`config.mk`:
```
export PLATFORM = sky130hd
export DESIGN_NAME = sawtooth_pwm
export DESIGN_NICKNAME = d
export VERILOG_FILES = /design/src/rtl/sawtooth_pwm.sv
export SDC_FILE = /design/constraint.sdc
export NUM_CORES = 1
export LEC_CHECK = 0
export BUFFER_PORTS_ARGS = -buffer_cell sky130_fd_sc_hd__buf_4
export CAP_MARGIN = 20
export CORE_UTILIZATION = 45
export CTS_CLUSTER_SIZE = 10
export DETAILED_ROUTE_END_ITERATION = 8
export HOLD_SLACK_MARGIN = 0.05
export PLACE_DENSITY = 0.61
export SYNTH_ARGS = -nofsm -noshare
export SYNTH_HDL_FRONTEND = slang
export SYNTH_SLANG_ARGS = --single-unit
export TNS_END_PERCENT = 20
```
`constraint.sdc`:
```
create_clock -name clk -period 2.7 [get_ports clk]
set_input_delay 0.135 -clock clk [delete_from_list [all_inputs] [get_ports clk]]
set_output_delay 0.135 -clock clk [all_outputs]
set_load 0.05 [all_outputs]
```
`src/rtl/sawtooth_pwm.sv`:
```
module sawtooth_pwm #(
  parameter int W = 16
) (
  input  logic         clk,
  input  logic         rst_n,
  input  logic         wr_en,
  input  logic [1:0]   wr_addr,
  input  logic [W-1:0] wr_data,
  input  logic         ovf_clr,
  output logic         ovf_flag,
  output logic         pwm_a,
  output logic         pwm_b
);

  localparam logic [1:0] ADDR_PER  = 2'd0;
  localparam logic [1:0] ADDR_CMPA = 2'd1;
  localparam logic [1:0] ADDR_CMPB = 2'd2;
  localparam logic [1:0] ADDR_CTRL = 2'd3;

  logic [W-1:0] cnt, per;
  logic [W-1:0] hold_a, hold_b, work_a, work_b;
  logic [3:0]   ctrl;
  logic         wrap;

  assign wrap = (cnt >= per);

  always_ff @(posedge clk) begin
    if (!rst_n) begin
      cnt      <= '0;
      per      <= '0;
      hold_a   <= '0;
      hold_b   <= '0;
      work_a   <= '0;
      work_b   <= '0;
      ctrl     <= '0;
      ovf_flag <= 1'b0;
    end else begin
      cnt      <= wrap ? '0 : cnt + 1'b1;
      ovf_flag <= wrap | (ovf_flag & ~ovf_clr);
      if (wrap) begin
        work_a <= hold_a;
        work_b <= hold_b;
      end
      if (wr_en) begin
        case (wr_addr)
          ADDR_PER:  per    <= wr_data;
          ADDR_CMPA: hold_a <= wr_data;
          ADDR_CMPB: hold_b <= wr_data;
          ADDR_CTRL: ctrl   <= wr_data[3:0];
          default:   ;
        endcase
      end
    end
  end

  assign pwm_a = ctrl[0] & ((cnt <= work_a) ^ ctrl[1]);
  assign pwm_b = ctrl[2] & ((cnt <= work_b) ^ ctrl[3]);


  cnt_step_chk: assert property (@(posedge clk) disable iff (!rst_n)
    !wrap |=> cnt == $past(cnt) + 1'b1);

  cnt_wrap_chk: assert property (@(posedge clk) disable iff (!rst_n)
    wrap |=> cnt == '0);

  ovf_set_chk: assert property (@(posedge clk) disable iff (!rst_n)
    wrap |=> ovf_flag);

  ovf_sticky_chk: assert property (@(posedge clk) disable iff (!rst_n)
    (ovf_flag && !ovf_clr) |=> ovf_flag);

  work_hold_chk: assert property (@(posedge clk) disable iff (!rst_n)
    !wrap |=> ($stable(work_a) && $stable(work_b)));

  pin_off_chk: assert property (@(posedge clk) disable iff (!rst_n)
    (!ctrl[0] |-> !pwm_a) and (!ctrl[2] |-> !pwm_b));

endmodule

```
### Word level (Yosys, flattened, before mapping)

Cells that the tools add are included.

| operators by class | value |
|---|---|
| $add $sub $neg | 1 |
| order comparisons | 3 |
| equal/unequal tests | 3 |
| bitwise gates (word level) | 8 |
| reductions and logical operators | 6 |

Operators by type and width:

| kind | count |
|---|---|
| less-or-equal comparator 16 bit | 2 |
| adder 16 x 1 -> 16 bit, second input constant | 1 |
| >= comparator 16 bit | 1 |
| AND reduction 2 bit | 4 |
| equality test 2 bit, second input constant | 2 |
| bitwise AND 1 bit | 3 |
| equality test 2 x 1 -> 1 bit, second input constant | 1 |
| logical NOT 2 bit | 1 |
| NOT 1 bit | 2 |
| OR reduction 2 bit | 1 |
| bitwise XOR 1 bit | 2 |
| OR 1 bit | 1 |

| storage, ports and cells | value |
|---|---|
| register bits | 101 |
| output and inout port bits | 3 |
| word-level logic and storage cells | 29 |

### Longest topological paths before layout

| depth | value |
|---|---|
| depth in word-level cells | 3 |
| mapped depth | 9 |
| mapped depth without buffers | 7 |

### Worst setup path before layout

OpenSTA, ideal clock, no wires.

| timing path | value |
|---|---|
| path type | register -> output |
| from | register cnt[14] |
| to | output port pwm_b |
| arrival time | 2260 ps |
| data required time | 2565 ps |
| setup slack | 305 ps |
| stages on the path, launching flop included | 7 |
| buffers on the path | 0 |
| cell sequence | dfxtp_1 ha_1 a21oi_1 nand2_1 a211o_1 o31ai_1 mux2i_1 |

| on the way | value |
|---|---|
| word-level cells in the longest chain between the ends | 3 |

RTL lines:

| element | line | text |
|---|---|---|
| start, declared | 20 | `logic [W-1:0] cnt, per;` |
| start signal, assigned | 38 | `cnt <= wrap ? '0 : cnt + 1'b1;` |
| less-or-equal comparator 16 bit | 57 | `assign pwm_b = ctrl[2] & ((cnt <= work_b) ^ ctrl[3]);` |
| bitwise XOR 1 bit | 57 |  |
| bitwise AND 1 bit | 57 |  |
| end, declared | 12 | `output logic pwm_b` |

Every way passes these cells.

### Worst setup path after layout

| timing path | value |
|---|---|
| from | register work_a[9] |
| to | output port pwm_a |

| on the way | value |
|---|---|
| word-level cells in the longest chain between the ends | 3 |

RTL lines:

| element | line | text |
|---|---|---|
| start, declared | 21 | `logic [W-1:0] hold_a, hold_b, work_a, work_b;` |
| start signal, assigned | 41 | `work_a <= hold_a;` |
| less-or-equal comparator 16 bit | 56 | `assign pwm_a = ctrl[0] & ((cnt <= work_a) ^ ctrl[1]);` |
| bitwise XOR 1 bit | 56 |  |
| bitwise AND 1 bit | 56 |  |
| end, declared | 11 | `output logic pwm_a,` |

Every way passes these cells.

==> run summary <==
The final setup violation count is 0. The global routing usage summed across all routing layers came out at 21.77%. Once the floorplan was initialized, standard cells occupied 46.23% of the core.

Before antenna repair, the detailed router went through 4 iterations. The setup clock skew after layout came out at 0.01329 ns. The detailed-route DRC error count is 0.

In this run the horizontal extent of the chip is 107.8 um. Per report_power, the combinational group accounts for 17.2% of the total. The placed cell area came out at 0.005289 sq mm. The count of boundary I/O pins is 25.

Counting every net in the synthesized netlist gives 686. For this run, the number of Yosys warnings is 0. The routability-driven placement congestion ratio is 0.8481. The number of global-route vias before repair came out at 3970. STA classifies the critical path endpoint as an output pin. The number of distinct library cell variants in the gate-level netlist after synthesis came out at 42. The overall die area is 0.01161 sq mm. In this run the tool buffered the top-level ports with 24 buffer cells. The count of nets after finishing is 717. The clock tree buffer depth is 2. The final non-filler cell total came out at 790. The internal portion of the total power is 2.238 mW. The number of hold violations in the final report is 0.

The clock reaches the later pin of the worst-skew pair after 0.38 ns. The highest ir drop seen on vdd is 0.0002914 V. STA classifies the critical path startpoint as a flop. The hold path depth came out at 3.

The initial DRC count is 178. Including well taps, the total number of placed cells is 757. The number of clock sinks seen by CTS is 101. The run finished with clean final reports.

The wire-length estimate of the detail-placed layout is 8263 um. The post-synth design cell area is 0.005034 sq mm. The max-slew headroom at the worst pin came out at 41.24%. The synthesized design contains 0 enable-type register cells. TritonCTS built the clock tree.

The final antenna-violating net count is 0. The switching fraction of total power is 27.68%. Total power for the finished layout comes to 3.094 mW. The tightest min-delay check is of the input pin to flop type. Per report_power, the sequential group accounts for 50.6% of the total. The maximum net fanout on the critical path is 3. The largest net degree at the start of global routing is 66. The first global-routing pass estimated 19280 um of wire.

The number of post-CTS setup repair buffers came out at 0. The power dissipated by switching net loads came out at 0.8563 mW. Based on the critical path, the design can be clocked at up to 0.3825 GHz. The max-slew violation count is 0. The average vias per placed instance came out at 5.135. In this run, CTS created clock tree buffers numbering 9. The most used flip-flop cell after synthesis is sky130_fd_sc_hd__dfxtp_1. The root cell of the clock tree is sky130_fd_sc_hd__clkbuf_8. The floorplan has 38 rows.

Of the synthesized area, sequential elements account for 40.17%. The data arrival at the endpoint of the critical path came out at 2.48 ns. The average instance in the mapped netlist occupies 8.185 sq um.

Clock-pin slew was measured on the worst setup and hold paths at 0.10 ns. The layout overhead on the synthesized area came out at 13.25%. STA puts the critical path data required time at 2.57 ns.

After technology mapping, the gate count stands at 615. The type of the setup path with the least slack is flop to output pin. The worst hold slack is 0.2429 ns. The final instance area came out at 0.005700 sq mm. Counting flops with an async set or reset pin after synthesis yields a share of 0%. The average wire per cell in the routed design is 14.76 um. The power per cell area is 542.8 mW/mm^2. The routed design has 11660 um of wire. The sum of overflow across all layers after global routing came out at 0.

The clock share of power came out at 32.2%. The routed layout has 4057 vias. The number of cells traversed by the worst register-to-register path is 8. Across the run, the number of max-cap violations was 0. Cells with a size suffix above 1 make up 9.385% of the layout. In the finished design, the share of the clock period the worst path needs comes to 96.82%. The count of inserted antenna diode cells is 0. The floorplan core area is 0.01089 sq mm. The H-tree was split into 3 levels. At the pin with the least slew margin, the transition time is 0.8787 ns. The utilization after layout came out at 52.36%. The initial antenna violation count is 0. After layout, the minimum clock period comes to 2.614 ns. The leakage power came out at 2.297 nW.

The height of the die is 107.8 um. After synthesis the netlist holds a flip-flop and latch count of 101.
[sequential cells by signal (all words and copies together), names as in the netlist]
register  cells
per          16
hold_b       16
hold_a       16
work_a       16
ovf_flag      1
work_b       16
cnt          16
ctrl          4
[kinds of logic (layout without fill, tap and decap cells)]
| group | after synthesis | in the layout | synth area share, % |
|---|---|---|---|
| AO/OA/AOI/OAI | 88 | 88 | 9.868 |
| flip-flops | 101 | 101 | 40.17 |
| XOR/XNOR | 14 | 14 | 2.436 |
| buffers and inverters | 78 | 113 | 6.935 |
| multiplexers | 38 | 38 | 7.556 |
| AND/OR/NAND/NOR | 247 | 247 | 20.85 |
| adder cells (fa/ha/maj) | 49 | 49 | 12.18 |
[through the flow]
| stage | TNS [ns] | setup WS, ns |
|---|---|---|
| 4_1_cts | 0 | 0.02940 |
| 3_5_place_dp | 0 | 0.1592 |
| 2_1_floorplan | 0 | 0.3046 |
| 3_3_place_gp | 0 | 0.3563 |
| 6_report | 0 | 0.08584 |
| 5_1_grt | -0.009379 | -0.009379 |
[cells in the mapped netlist (3+ instances only)]
library cell	count	area (sq um)
sky130_fd_sc_hd__a21oi_1	66	330.3
sky130_fd_sc_hd__o21ai_0	3	15.01
sky130_fd_sc_hd__nand4_1	10	62.56
sky130_fd_sc_hd__nand2b_1	4	25.02
sky130_fd_sc_hd__clkbuf_1	22	82.58
sky130_fd_sc_hd__nand2_1	180	675.7
sky130_fd_sc_hd__xnor2_1	6	52.55
sky130_fd_sc_hd__dfxtp_1	101	2022
sky130_fd_sc_hd__a21o_1	3	22.52
sky130_fd_sc_hd__a211oi_1	3	22.52
sky130_fd_sc_hd__ha_1	49	613.1
sky130_fd_sc_hd__nor3_1	18	90.09
sky130_fd_sc_hd__mux2i_1	38	380.4
sky130_fd_sc_hd__xor2_1	8	70.07
sky130_fd_sc_hd__nor2_1	11	41.29
sky130_fd_sc_hd__nand3_1	9	45.04
sky130_fd_sc_hd__inv_1	48	180.2
[power by group through the flow]
stage / clock (mW) / combinational (mW) / sequential [mW]
finish: 0.996 / 0.532 / 1.57
global route: 1.07 / 0.581 / 1.57
CTS: 1.02 / 0.515 / 1.57
global placement: 0 / 0.483 / 1.60
floorplan: 0 / 0.403 / 1.60
detailed placement: 0 / 0.495 / 1.60
[final cells by class]
class	count	area, sq um
flip-flops and latches	101	2029
inverters	49	183.9
well taps	140	175.2
multi-input cells	436	2689
fillers	1016	5187
repair buffers	49	422.9
clock buffers	12	155.1
clock inverters	3	45.04
[critical path: stages (launching register included)]
cell	delay, ns
sky130_fd_sc_hd__dfxtp_1	0.34
sky130_fd_sc_hd__inv_1	0.05
sky130_fd_sc_hd__ha_1	0.31
sky130_fd_sc_hd__nand4_1	0.22
sky130_fd_sc_hd__o22a_1	0.27
sky130_fd_sc_hd__a211oi_1	0.32
sky130_fd_sc_hd__o31ai_1	0.15
sky130_fd_sc_hd__mux2i_1	0.21
sky130_fd_sc_hd__buf_4	0.23
[metal layers]
layer,global-route usage [%],routed length (um)
met3,3.511,461
met4,8.513,200
met2,35.44,5408
met5,0,0
met1,28.68,5591
[worst paths after layout]
kind	slack, ns	startpoint	endpoint
worst max-delay path	0.09	work_a[9]	pwm_a
worst min-delay path	0.24	rst_n	hold_b[5]
worst max register to register	0.34	cnt[0]	work_b[4]
worst min register to register	0.46	hold_a[10]	hold_a[10]
[timing repair]
| item | 4_1_cts | 5_1_grt |
|---|---|---|
| endpoints found under the setup margin | 0 | 2 |
| resized for setup | 0 | 12 |
| endpoints found under the hold margin | 51 | 0 |
| hold buffers | 17 | 0 |
[placed cells by master (no fill, tap or decap), types with 2 or more instances in the layout]
cell                              n
sky130_fd_sc_hd__clkinvlp_4       2
sky130_fd_sc_hd__ha_1            49
sky130_fd_sc_hd__dfxtp_2          6
sky130_fd_sc_hd__a21oi_1         66
sky130_fd_sc_hd__o22a_1           2
sky130_fd_sc_hd__a21o_1           3
sky130_fd_sc_hd__and3_1           2
sky130_fd_sc_hd__dlygate4sd3_1   17
sky130_fd_sc_hd__nor2_1          11
sky130_fd_sc_hd__dfxtp_1         95
sky130_fd_sc_hd__a21boi_1         2
sky130_fd_sc_hd__o211ai_1         2
sky130_fd_sc_hd__mux2i_1         38
sky130_fd_sc_hd__buf_4           31
sky130_fd_sc_hd__o21ai_0          3
sky130_fd_sc_hd__nand2_1        180
sky130_fd_sc_hd__clkbuf_8        11
sky130_fd_sc_hd__nand3_1          9
sky130_fd_sc_hd__and2_1           2
sky130_fd_sc_hd__nand2b_1         4
sky130_fd_sc_hd__a211o_1          2
sky130_fd_sc_hd__xor2_1           8
sky130_fd_sc_hd__inv_1           48
sky130_fd_sc_hd__xnor2_1          6
sky130_fd_sc_hd__a211oi_1         3
sky130_fd_sc_hd__nor2b_1          2
sky130_fd_sc_hd__nand4_1         10
sky130_fd_sc_hd__or2_2            2
sky130_fd_sc_hd__nor3_1          18
(Power assumes the default switching activity.)
